File: config.mk
export PLATFORM = sky130hd
export DESIGN_NAME = mii_rx_framer
export DESIGN_NICKNAME = d
export VERILOG_FILES = /design/src/rtl/mii_rx_pkg.sv /design/src/rtl/rx_crc4.sv /design/src/rtl/rx_gap_timer.sv /design/src/rtl/rx_addr_match.sv /design/src/rtl/mii_rx_framer.sv
export SDC_FILE = /design/constraint.sdc
export NUM_CORES = 1
export LEC_CHECK = 0
export BUFFER_PORTS_ARGS = -buffer_cell sky130_fd_sc_hd__buf_2
export CORE_ASPECT_RATIO = 0.75
export CORE_MARGIN = 8
export CORE_UTILIZATION = 56
export DETAILED_ROUTE_END_ITERATION = 16
export PLACE_DENSITY = 0.8
export REMOVE_ABC_BUFFERS = 1
export SLEW_MARGIN = 20
export SYNTH_ARGS = -nofsm -noshare
export SYNTH_HDL_FRONTEND = slang
export SYNTH_SLANG_ARGS = --single-unit
File: constraint.sdc
create_clock -name clk -period 2 [get_ports clk]
set_input_delay 0.6 -clock clk [delete_from_list [all_inputs] [get_ports clk]]
set_output_delay 0.6 -clock clk [all_outputs]
set_load 0.02 [all_outputs]
File: src/rtl/mii_rx_pkg.sv
package mii_rx_pkg;

  typedef enum logic [2:0] {
    S_IDLE,
    S_SFD,
    S_LO,
    S_HI,
    S_DROP
  } rx_state_t;

  localparam logic [3:0]  PRE_NIB     = 4'h5;
  localparam logic [3:0]  SFD_NIB     = 4'hD;
  localparam logic [31:0] CRC_POLY_RF = 32'hEDB88320;
  localparam logic [31:0] CRC_RESIDUE = 32'hC704DD7B;
  localparam int          DA_BYTES    = 6;

  function automatic logic [31:0] rev32(input logic [31:0] v);
    logic [31:0] r;
    for (int i = 0; i < 32; i++) r[i] = v[31-i];
    return r;
  endfunction

endpackage

File: src/rtl/rx_crc4.sv
module rx_crc4
  import mii_rx_pkg::*;
(
  input  logic       clk,
  input  logic       rst,
  input  logic       clr,
  input  logic       en,
  input  logic [3:0] nib,
  output logic       good
);
  localparam logic [31:0] RES_RF = rev32(CRC_RESIDUE);

  logic [31:0] c, nxt;

  always_comb begin
    nxt = c;
    for (int i = 0; i < 4; i++) begin
      if (nxt[0] ^ nib[i]) nxt = {1'b0, nxt[31:1]} ^ CRC_POLY_RF;
      else                 nxt = {1'b0, nxt[31:1]};
    end
  end

  always_ff @(posedge clk) begin
    if (rst || clr) c <= '1;
    else if (en)    c <= nxt;
  end

  assign good = (c == RES_RF);

  AST_CRC_CLEAR_NOT_GOOD: assert property (@(posedge clk) disable iff (rst) clr |=> !good);

endmodule

File: src/rtl/rx_gap_timer.sv
module rx_gap_timer #(
  parameter int MIN_GAP = 24
) (
  input  logic clk,
  input  logic rst,
  input  logic rx_dv,
  output logic gap_met
);
  localparam int GW = $clog2(MIN_GAP + 1);
  localparam logic [GW-1:0] GAP_C = GW'(MIN_GAP);

  logic [GW-1:0] cnt;

  always_ff @(posedge clk) begin
    if (rst)                 cnt <= GAP_C;
    else if (rx_dv)          cnt <= '0;
    else if (cnt != GAP_C)   cnt <= cnt + 1'b1;
  end

  assign gap_met = (cnt == GAP_C);

  AST_GAP_RESTART: assert property (@(posedge clk) disable iff (rst) rx_dv |=> !gap_met);

endmodule

File: src/rtl/rx_addr_match.sv
module rx_addr_match
  import mii_rx_pkg::*;
(
  input  logic        clk,
  input  logic        rst,
  input  logic        clr,
  input  logic        stb,
  input  logic [2:0]  idx,
  input  logic [7:0]  data,
  input  logic [47:0] station_addr,
  output logic        hit
);
  logic uni_ok, bc_ok;

  always_ff @(posedge clk) begin
    if (rst || clr) begin
      uni_ok <= 1'b1;
      bc_ok  <= 1'b1;
    end else if (stb) begin
      if (data != station_addr[{idx, 3'b000} +: 8]) uni_ok <= 1'b0;
      if (data != 8'hFF)                           bc_ok  <= 1'b0;
    end
  end

  assign hit = uni_ok | bc_ok;

  AST_ADDR_CLEAR_HIT: assert property (@(posedge clk) disable iff (rst) clr |=> hit);

endmodule

File: src/rtl/mii_rx_framer.sv
module mii_rx_framer
  import mii_rx_pkg::*;
#(
  parameter int MIN_LEN = 64,
  parameter int MAX_LEN = 1518,
  parameter int MIN_GAP = 24
) (
  input  logic        clk,
  input  logic        rst,
  input  logic        rx_dv,
  input  logic [3:0]  rxd,
  input  logic [47:0] station_addr,
  output logic        wr_en,
  output logic [7:0]  wr_data,
  output logic        frame_done,
  output logic        frame_ok
);
  localparam int CW = $clog2(MAX_LEN + 2);
  localparam logic [CW-1:0] MAX_C = CW'(MAX_LEN);
  localparam logic [CW-1:0] MIN_C = CW'(MIN_LEN);
  localparam logic [CW-1:0] DA_C  = CW'(DA_BYTES);

  rx_state_t     state;
  logic [3:0]    lo_nib;
  logic [CW-1:0] byte_cnt;
  logic          gap_q, in_frame;
  logic          gap_met, crc_good, addr_hit;

  rx_gap_timer #(.MIN_GAP(MIN_GAP)) u_gap (
    .clk(clk), .rst(rst), .rx_dv(rx_dv), .gap_met(gap_met)
  );

  rx_crc4 u_crc (
    .clk(clk), .rst(rst), .clr(state == S_IDLE),
    .en(rx_dv && (state == S_LO || state == S_HI)),
    .nib(rxd), .good(crc_good)
  );

  rx_addr_match u_addr (
    .clk(clk), .rst(rst), .clr(state == S_IDLE),
    .stb(rx_dv && state == S_HI && byte_cnt < DA_C),
    .idx(byte_cnt[2:0]), .data({rxd, lo_nib}),
    .station_addr(station_addr), .hit(addr_hit)
  );

  always_ff @(posedge clk) begin
    if (rst) begin
      state      <= S_IDLE;
      lo_nib     <= '0;
      byte_cnt   <= '0;
      gap_q      <= 1'b0;
      in_frame   <= 1'b0;
      wr_en      <= 1'b0;
      wr_data    <= '0;
      frame_done <= 1'b0;
      frame_ok   <= 1'b0;
    end else begin
      wr_en      <= 1'b0;
      frame_done <= 1'b0;
      frame_ok   <= 1'b0;
      case (state)
        S_IDLE: begin
          byte_cnt <= '0;
          in_frame <= 1'b0;
          if (rx_dv) begin
            if (rxd == PRE_NIB) begin
              state <= S_SFD;
              gap_q <= gap_met;
            end else begin
              state <= S_DROP;
            end
          end
        end
        S_SFD: begin
          if (!rx_dv) state <= S_IDLE;
          else if (rxd == SFD_NIB) begin
            in_frame <= 1'b1;
            state    <= gap_q ? S_LO : S_DROP;
          end else if (rxd != PRE_NIB) state <= S_DROP;
        end
        S_LO: begin
          if (!rx_dv) begin
            state      <= S_IDLE;
            frame_done <= 1'b1;
            frame_ok   <= crc_good && addr_hit && (byte_cnt >= MIN_C);
          end else begin
            lo_nib <= rxd;
            state  <= S_HI;
          end
        end
        S_HI: begin
          if (!rx_dv) begin
            state      <= S_IDLE;
            frame_done <= 1'b1;
          end else if (byte_cnt >= MAX_C) begin
            state <= S_DROP;
          end else begin
            wr_en    <= 1'b1;
            wr_data  <= {rxd, lo_nib};
            byte_cnt <= byte_cnt + 1'b1;
            state    <= S_LO;
          end
        end
        S_DROP: begin
          if (!rx_dv) begin
            state      <= S_IDLE;
            frame_done <= in_frame;
          end
        end
        default: state <= S_IDLE;
      endcase
    end
  end

  AST_OK_NEEDS_DONE:     assert property (@(posedge clk) disable iff (rst) frame_ok |-> frame_done);
  AST_DONE_SINGLE:       assert property (@(posedge clk) disable iff (rst) frame_done |=> !frame_done);
  AST_NO_WRITE_IN_DROP:  assert property (@(posedge clk) disable iff (rst) (state == S_DROP) |=> !wr_en);
  AST_NO_WRITE_FROM_IDLE: assert property (@(posedge clk) disable iff (rst) (state == S_IDLE) |=> !wr_en);
  AST_WRITE_WITHIN_LIMIT: assert property (@(posedge clk) disable iff (rst) wr_en |-> (byte_cnt <= MAX_C));

endmodule

# Word-level counts from Yosys, hierarchy flattened
# Cells that the tools add are included.
dict set report word_totals {
  register_bits 70
  out_inout_bits 11
  elab_cells 102
}
dict set report op_classes {
  add_sub_neg 2
  order_cmp 3
  n_eq_ne 19
  shifts 1
  mux 27
  bitwise 13
  n_reduce_logical 23
}
# cell count
set ops {}
lappend ops {{32-bit two-way mux} 4}
lappend ops {{13-bit inverter with 14-bit output} 4}
lappend ops {{48-bit by 7-bit variable part select with 8-bit output} 1}
lappend ops {{32-bit == test (second input constant)} 1}
lappend ops {{3-bit two-way mux} 9}
lappend ops {{11-bit two-way mux} 2}
lappend ops {{11-bit one-hot mux with 2 select lines} 1}
lappend ops {{3-bit one-hot mux with 5 select lines} 1}
lappend ops {{3-bit AND reduction} 5}
lappend ops {{2-bit != test (second input constant)} 6}
lappend ops {{11-bit by 1-bit adder with 11-bit output (second input constant)} 1}
lappend ops {{11-bit greater-or-equal comparator (second input constant)} 1}
lappend ops {{11-bit by 7-bit greater-or-equal comparator with 1-bit output (second input constant)} 1}
lappend ops {{11-bit by 3-bit less-than comparator with 1-bit output (second input constant)} 1}
lappend ops {{5-bit two-way mux} 2}
lappend ops {{8-bit != test} 1}
lappend ops {{8-bit != test (second input constant)} 1}
lappend ops {{3-bit by 2-bit == test with 1-bit output (second input constant)} 2}
lappend ops {{2-bit AND reduction} 3}
lappend ops {{2-bit nonzero test} 3}
lappend ops {{3-bit OR reduction} 2}
lappend ops {{5-bit by 1-bit adder with 5-bit output (second input constant)} 1}
lappend ops {{5-bit == test (second input constant)} 1}
lappend ops {{1-bit logical AND} 5}
lappend ops {{16 further kinds} 29}

# Logic depth before layout (Yosys ltp)
dict set report logic_depth {
  ltp_word 8
  ltp_mapped 8
  depth_no_buf 6
}

# By module
# A second synthesis with hierarchy kept.
dict set report unflattened {
  cells_unflattened 432
  area_unflattened_um2 3962.6
}
# module n_inst cells_per_inst area_per_inst_um2 seq_area_each_um2
set modules_own_cells {}
lappend modules_own_cells {rx_crc4 1 165 1606.5 640.6}
lappend modules_own_cells {mii_rx_framer 1 165 1393.8 620.6}
lappend modules_own_cells {rx_addr_match 1 79 728.2 40.0}
lappend modules_own_cells {rx_gap_timer 1 23 234.0 100.1}

# Worst setup path after synthesis
# No wires, ideal clock.
dict set report synth_path {
  path_type {input to register}
  from {input rxd[2]}
  to {register u_crc.c[19]}
  t_arrival_ns 1.735
  t_required_ns 1.859
  slack_ns 0.123
  path_stages 6
  path_buffers 1
  cell_sequence {buf_2 -> xor2_4 -> xnor2_2 -> xor2_1 -> xor2_1 -> o211ai_1}
}
dict set report synth_between {
  elab_chain_len 4
}
# element line_no
set synth_lines {}
lappend synth_lines {{from (decl)} mii_rx_framer.sv:11} ;# input logic [3:0] rxd,
lappend synth_lines {{1-bit bitwise XOR (*)} rx_crc4.sv:18} ;# if (nxt[0] ^ nib[i]) nxt = {1'b0, nxt[31:1]} ^ CRC_POLY_RF;
lappend synth_lines {{32-bit two-way mux (*)} rx_crc4.sv:18}
lappend synth_lines {{13-bit inverter with 14-bit output (no source line)} -}
lappend synth_lines {{32-bit two-way mux (*)} rx_crc4.sv:18}
lappend synth_lines {{to (signal assigned)} rx_crc4.sv:25} ;# else if (en) c <= nxt;
lappend synth_lines {{to (decl)} rx_crc4.sv:13} ;# logic [31:0] c, nxt;
# Mark *: on every way between the ends. The rest lies on a longest branch, timed or not.
# A chain may end at the register's enable or synchronous reset.

# Final worst setup path
dict set report layout_path {
  from {register byte_cnt[1]}
  to {register u_addr.uni_ok}
}
dict set report layout_between {
  elab_chain_len 3
  elab_cells_between_ends 5
}
# element line_no
set layout_lines {}
lappend layout_lines {{from (decl)} mii_rx_framer.sv:25} ;# logic [CW-1:0] byte_cnt;
lappend layout_lines {{from (signal assigned)} mii_rx_framer.sv:100} ;# byte_cnt <= byte_cnt + 1'b1;
lappend layout_lines {{48-bit by 7-bit variable part select with 8-bit output / 11-bit by 3-bit less-than comparator with 1-bit output (equally long branches)} {rx_addr_match.sv:20, mii_rx_framer.sv:41}}
lappend layout_lines {{8-bit != test / 1-bit logical AND (equally long branches)} {rx_addr_match.sv:20, mii_rx_framer.sv:41}}
lappend layout_lines {{2-bit AND reduction (no source line) (*)} -}
lappend layout_lines {{to (signal assigned)} rx_addr_match.sv:17} ;# uni_ok <= 1'b1;
lappend layout_lines {{to (signal assigned)} rx_addr_match.sv:20} ;# if (data != station_addr[{idx, 3'b000} +: 8]) uni_ok <= 1'b0;
lappend layout_lines {{to (decl)} rx_addr_match.sv:13} ;# logic uni_ok, bc_ok;
# Marks and branches as above.

==> impl_metrics.env <==
export IMPL_max_clock_path_buffers=2
export IMPL_worst_pin_slew_ns=0.491
export IMPL_slew_viol_final=0
export IMPL_reg2reg_from="byte_cnt[1]"
export IMPL_grt_max_degree=60
export IMPL_swShare_pct=24.1
export IMPL_yosysTopAreaCell="dfxtp_1"
export IMPL_r2r_cells=7
export IMPL_cts_root_buf="clkbuf_8"
export IMPL_drt_pre_antenna_iters=8
export IMPL_fp_dieH_um=88.0
export IMPL_synth_top_area_share_pct=36.2
export IMPL_power_internal_mw=2.16
export IMPL_worstHoldStart="wr_data[0]"
export IMPL_grt_pass1_wl_um=15400
export IMPL_antenna_found_initial=0
export IMPL_track_usage_pct=19.4
export IMPL_die_area_sq_um=9850
export IMPL_synth_simple_area_share_pct=19.8
export IMPL_ys_flop_type="dfxtp_1"
export IMPL_min_period_ns=1.79
export IMPL_peakVddDrop_mv=0.454
export IMPL_regArea_sq_um=1400
export IMPL_total_power_mw=2.85
export IMPL_p_clk_share_pct=38.8
export IMPL_period_share_pct=89.6
export IMPL_synthesis_area_sq_um=3870
export IMPL_layout_drive_gt1_share_pct=23.0
export IMPL_drv_cap=0
export IMPL_power_frac_comb_pct=11.8
export IMPL_cts_tree="yes"
export IMPL_reg2reg_slack_ns=0.21
export IMPL_io_buffers=65
export IMPL_synthTopCellsByCount="dfxtp_1 (70), nand2_1 (67), xnor2_1 (34)"
export IMPL_routed_wl_um=9500
export IMPL_post_synth_top_count_cell="dfxtp_1"
export IMPL_fmax_mhz=558
export IMPL_ys_warn_count=0
export IMPL_dpl_hpwl_um=7080
export IMPL_coreArea_sq_um=6770
export IMPL_ys_ff_latch=70
export IMPL_htreeDepth=3
export IMPL_synthAdderAreaFrac_pct=0.970
export IMPL_min_path_type="reg2reg"
export IMPL_required_ns=2.29
export IMPL_dieWidth_um=112
export IMPL_pin_count=66
export IMPL_leakage_nw=1.88
export IMPL_yosys_cell_types_count=50
export IMPL_synthMuxAreaShare_pct=7.50
export IMPL_overflow=0
export IMPL_gp_congestion=0.846
export IMPL_synth_area_per_cell_sq_um=8.60
export IMPL_relSlewSlack_pct=67.0
export IMPL_min_path_cells=2
export IMPL_numCtsBuffers=9
export IMPL_rsz0062_at_grt="no"
export IMPL_power_frac_seq_pct=49.5
export IMPL_synth_area_leaders="dfxtp_1 (36%), xnor2_1 (7.7%), mux2i_1 (7.5%)"
export IMPL_arrival_ns=2.08
export IMPL_reg2reg_to="u_addr.uni_ok"
export IMPL_syn2layout_area_growth_pct=17.8
export IMPL_start_util_pct=57.2
export IMPL_grt_pass1_vias=3186
export IMPL_crit_path_start_kind="register"
export IMPL_worst_clock_skew_ns=0.00807
export IMPL_worstPathMaxFanout=32
export IMPL_detail_route_antenna_nets=0
export IMPL_routedWlPerCell_um=15.7
export IMPL_cp_end_kind="register"
export IMPL_synth_edf_count=0
export IMPL_async_flop_share_pct=0
export IMPL_seq_area_frac_synth_pct=36.2
export IMPL_synth_compound_area_share_pct=14.9
export IMPL_synthCells=450
export IMPL_hold_viol_final=0
export IMPL_postCtsHoldBufs=0
export IMPL_num_nets_final=575
export IMPL_synth_top_family_by_area="simple AND/OR/NAND/NOR gates"
export IMPL_via_per_inst=5.70
export IMPL_final_cell_area_sq_um=4560
export IMPL_diodes=0
export IMPL_power_density_nw_per_um2=625
export IMPL_hold_end="wr_data[0]"
export IMPL_power_switching_uw=687
export IMPL_rows=26
export IMPL_fillCellCount=536
export IMPL_critPathKind="reg2reg"
export IMPL_finalSetupViolations=0
export IMPL_vias=3447
export IMPL_placed_cell_area_sq_um=4370
export IMPL_multi_input_area_sq_um=2320
export IMPL_synth_xor_area_share_pct=16.7
export IMPL_clkTransAtPathRegs_ns=0.07
export IMPL_drt_iter0_markers=249
export IMPL_drc=0
export IMPL_clock_sinks=70
export IMPL_clock_latency_ns=0.35
export IMPL_status="finished clean"
worst max-delay path: stages, from the launching register on:
cell,delay [ns]
dfxtp_2,0.40
buf_12,0.21
mux2i_1,0.28
xnor2_1,0.09
o22ai_1,0.18
o22ai_1,0.10
nor4_1,0.30
o31a_1,0.15
repair_timing:
item	CTS	global route
setup endpoints to repair	0	2
resized for setup	0	2
hold endpoints to repair	0	0
setup buffers	0	0
per-layer routing:
| layer | vias up | global-route usage [%] | routed length [um] |
|---|---|---|---|
| li1 | 1709 | - | - |
| met1 | 1593 | 25.8 | 4540 |
| met2 | 134 | 29.2 | 4060 |
| met3 | 11 | 6.96 | 797 |
| met4 | 0 | 5.49 | 103 |
| met5 | - | 0 | 0 |
cells by family (layout without fill, tap and decap cells):
logic type	Yosys count	count (layout)
compound gates	89	89
simple gates	160	160
mux	29	29
flops	70	70
xor+xnor	63	63
fa+ha+maj	3	3
buf+inv	36	107
cells in the final DEF, fill, tap and decap left out, types with 2 or more instances in the layout:
cell type,count
and3_1,10
mux2i_1,29
xor2_4,2
buf_2,65
a41oi_1,2
nand4_1,4
o22ai_1,13
dfxtp_2,2
nor2_1,26
dfxtp_1,68
clkbuf_8,10
o21bai_1,2
nand4b_1,4
xor2_1,21
nand2_1,66
o21ai_0,17
ha_1,3
nor3_1,8
xnor2_2,4
nand3_1,12
inv_1,3
nor4_1,4
or3_1,11
xnor2_1,34
clkinv_2,2
buf_12,2
buf_4,22
a21oi_1,19
o211ai_1,27
nand2b_1,4
power by group through the flow:
| stage | Combinational (mW) | Clock (mW) | Sequential [mW] |
|---|---|---|---|
| 2_1_floorplan | 0.187 | 0 | 1.44 |
| 3_3_place_gp | 0.324 | 0 | 1.44 |
| 3_5_place_dp | 0.332 | 0 | 1.44 |
| 4_1_cts | 0.335 | 1.13 | 1.41 |
| 5_1_grt | 0.367 | 1.19 | 1.41 |
| 6_report | 0.336 | 1.10 | 1.41 |
how the worst max path moves through the flow:
stage / from / end / slack [ns] / cells after the start
final: byte_cnt[1] / u_addr.uni_ok / 0.21 / 7
after global routing: byte_cnt[1] / u_addr.uni_ok / 0.07 / 7
after CTS: byte_cnt[0] / u_addr.uni_ok / 0.04 / 6
after detailed placement: byte_cnt[0] / u_addr.uni_ok / 0.04 / 6
after global placement: byte_cnt[0] / u_addr.uni_ok / 0.08 / 6
after floorplan: state[1] / lo_nib[0] / -0.20 / 6
state kept, by name, summed over array words and instances (netlist names), 3 cells and up:
name,count
u_crc.c,32
byte_cnt,11
wr_data,8
u_gap.cnt,5
lo_nib,4
state,3
stage by stage:
step | setup WS [ns] | util (%) | hold slack, ns | instances | setup TNS (ns)
3_3_place_gp | 0.0772 | 64.6 | 0.442 | 590 | 0
6_report | 0.208 | 67.4 | 0.454 | 605 | 0
5_1_grt | 0.0743 | 67.4 | 0.485 | 605 | 0
3_5_place_dp | 0.0419 | 64.6 | 0.447 | 590 | 0
2_1_floorplan | -0.197 | - | 0.436 | 417 | -3.10
4_1_cts | 0.0371 | 67.4 | 0.456 | 605 | 0
layout make-up:
class / count / share of cell area [%]
Timing Repair Buffer: 89 / 11.6
Clock buffer: 11 / 3.10
Inverter: 3 / 0.247
Sequential cell: 70 / 30.8
Tap cell: 84 / 2.30
Multi-Input combinational cell: 344 / 50.9
Clock inverter: 4 / 1.04
(Power assumes the default switching activity.)
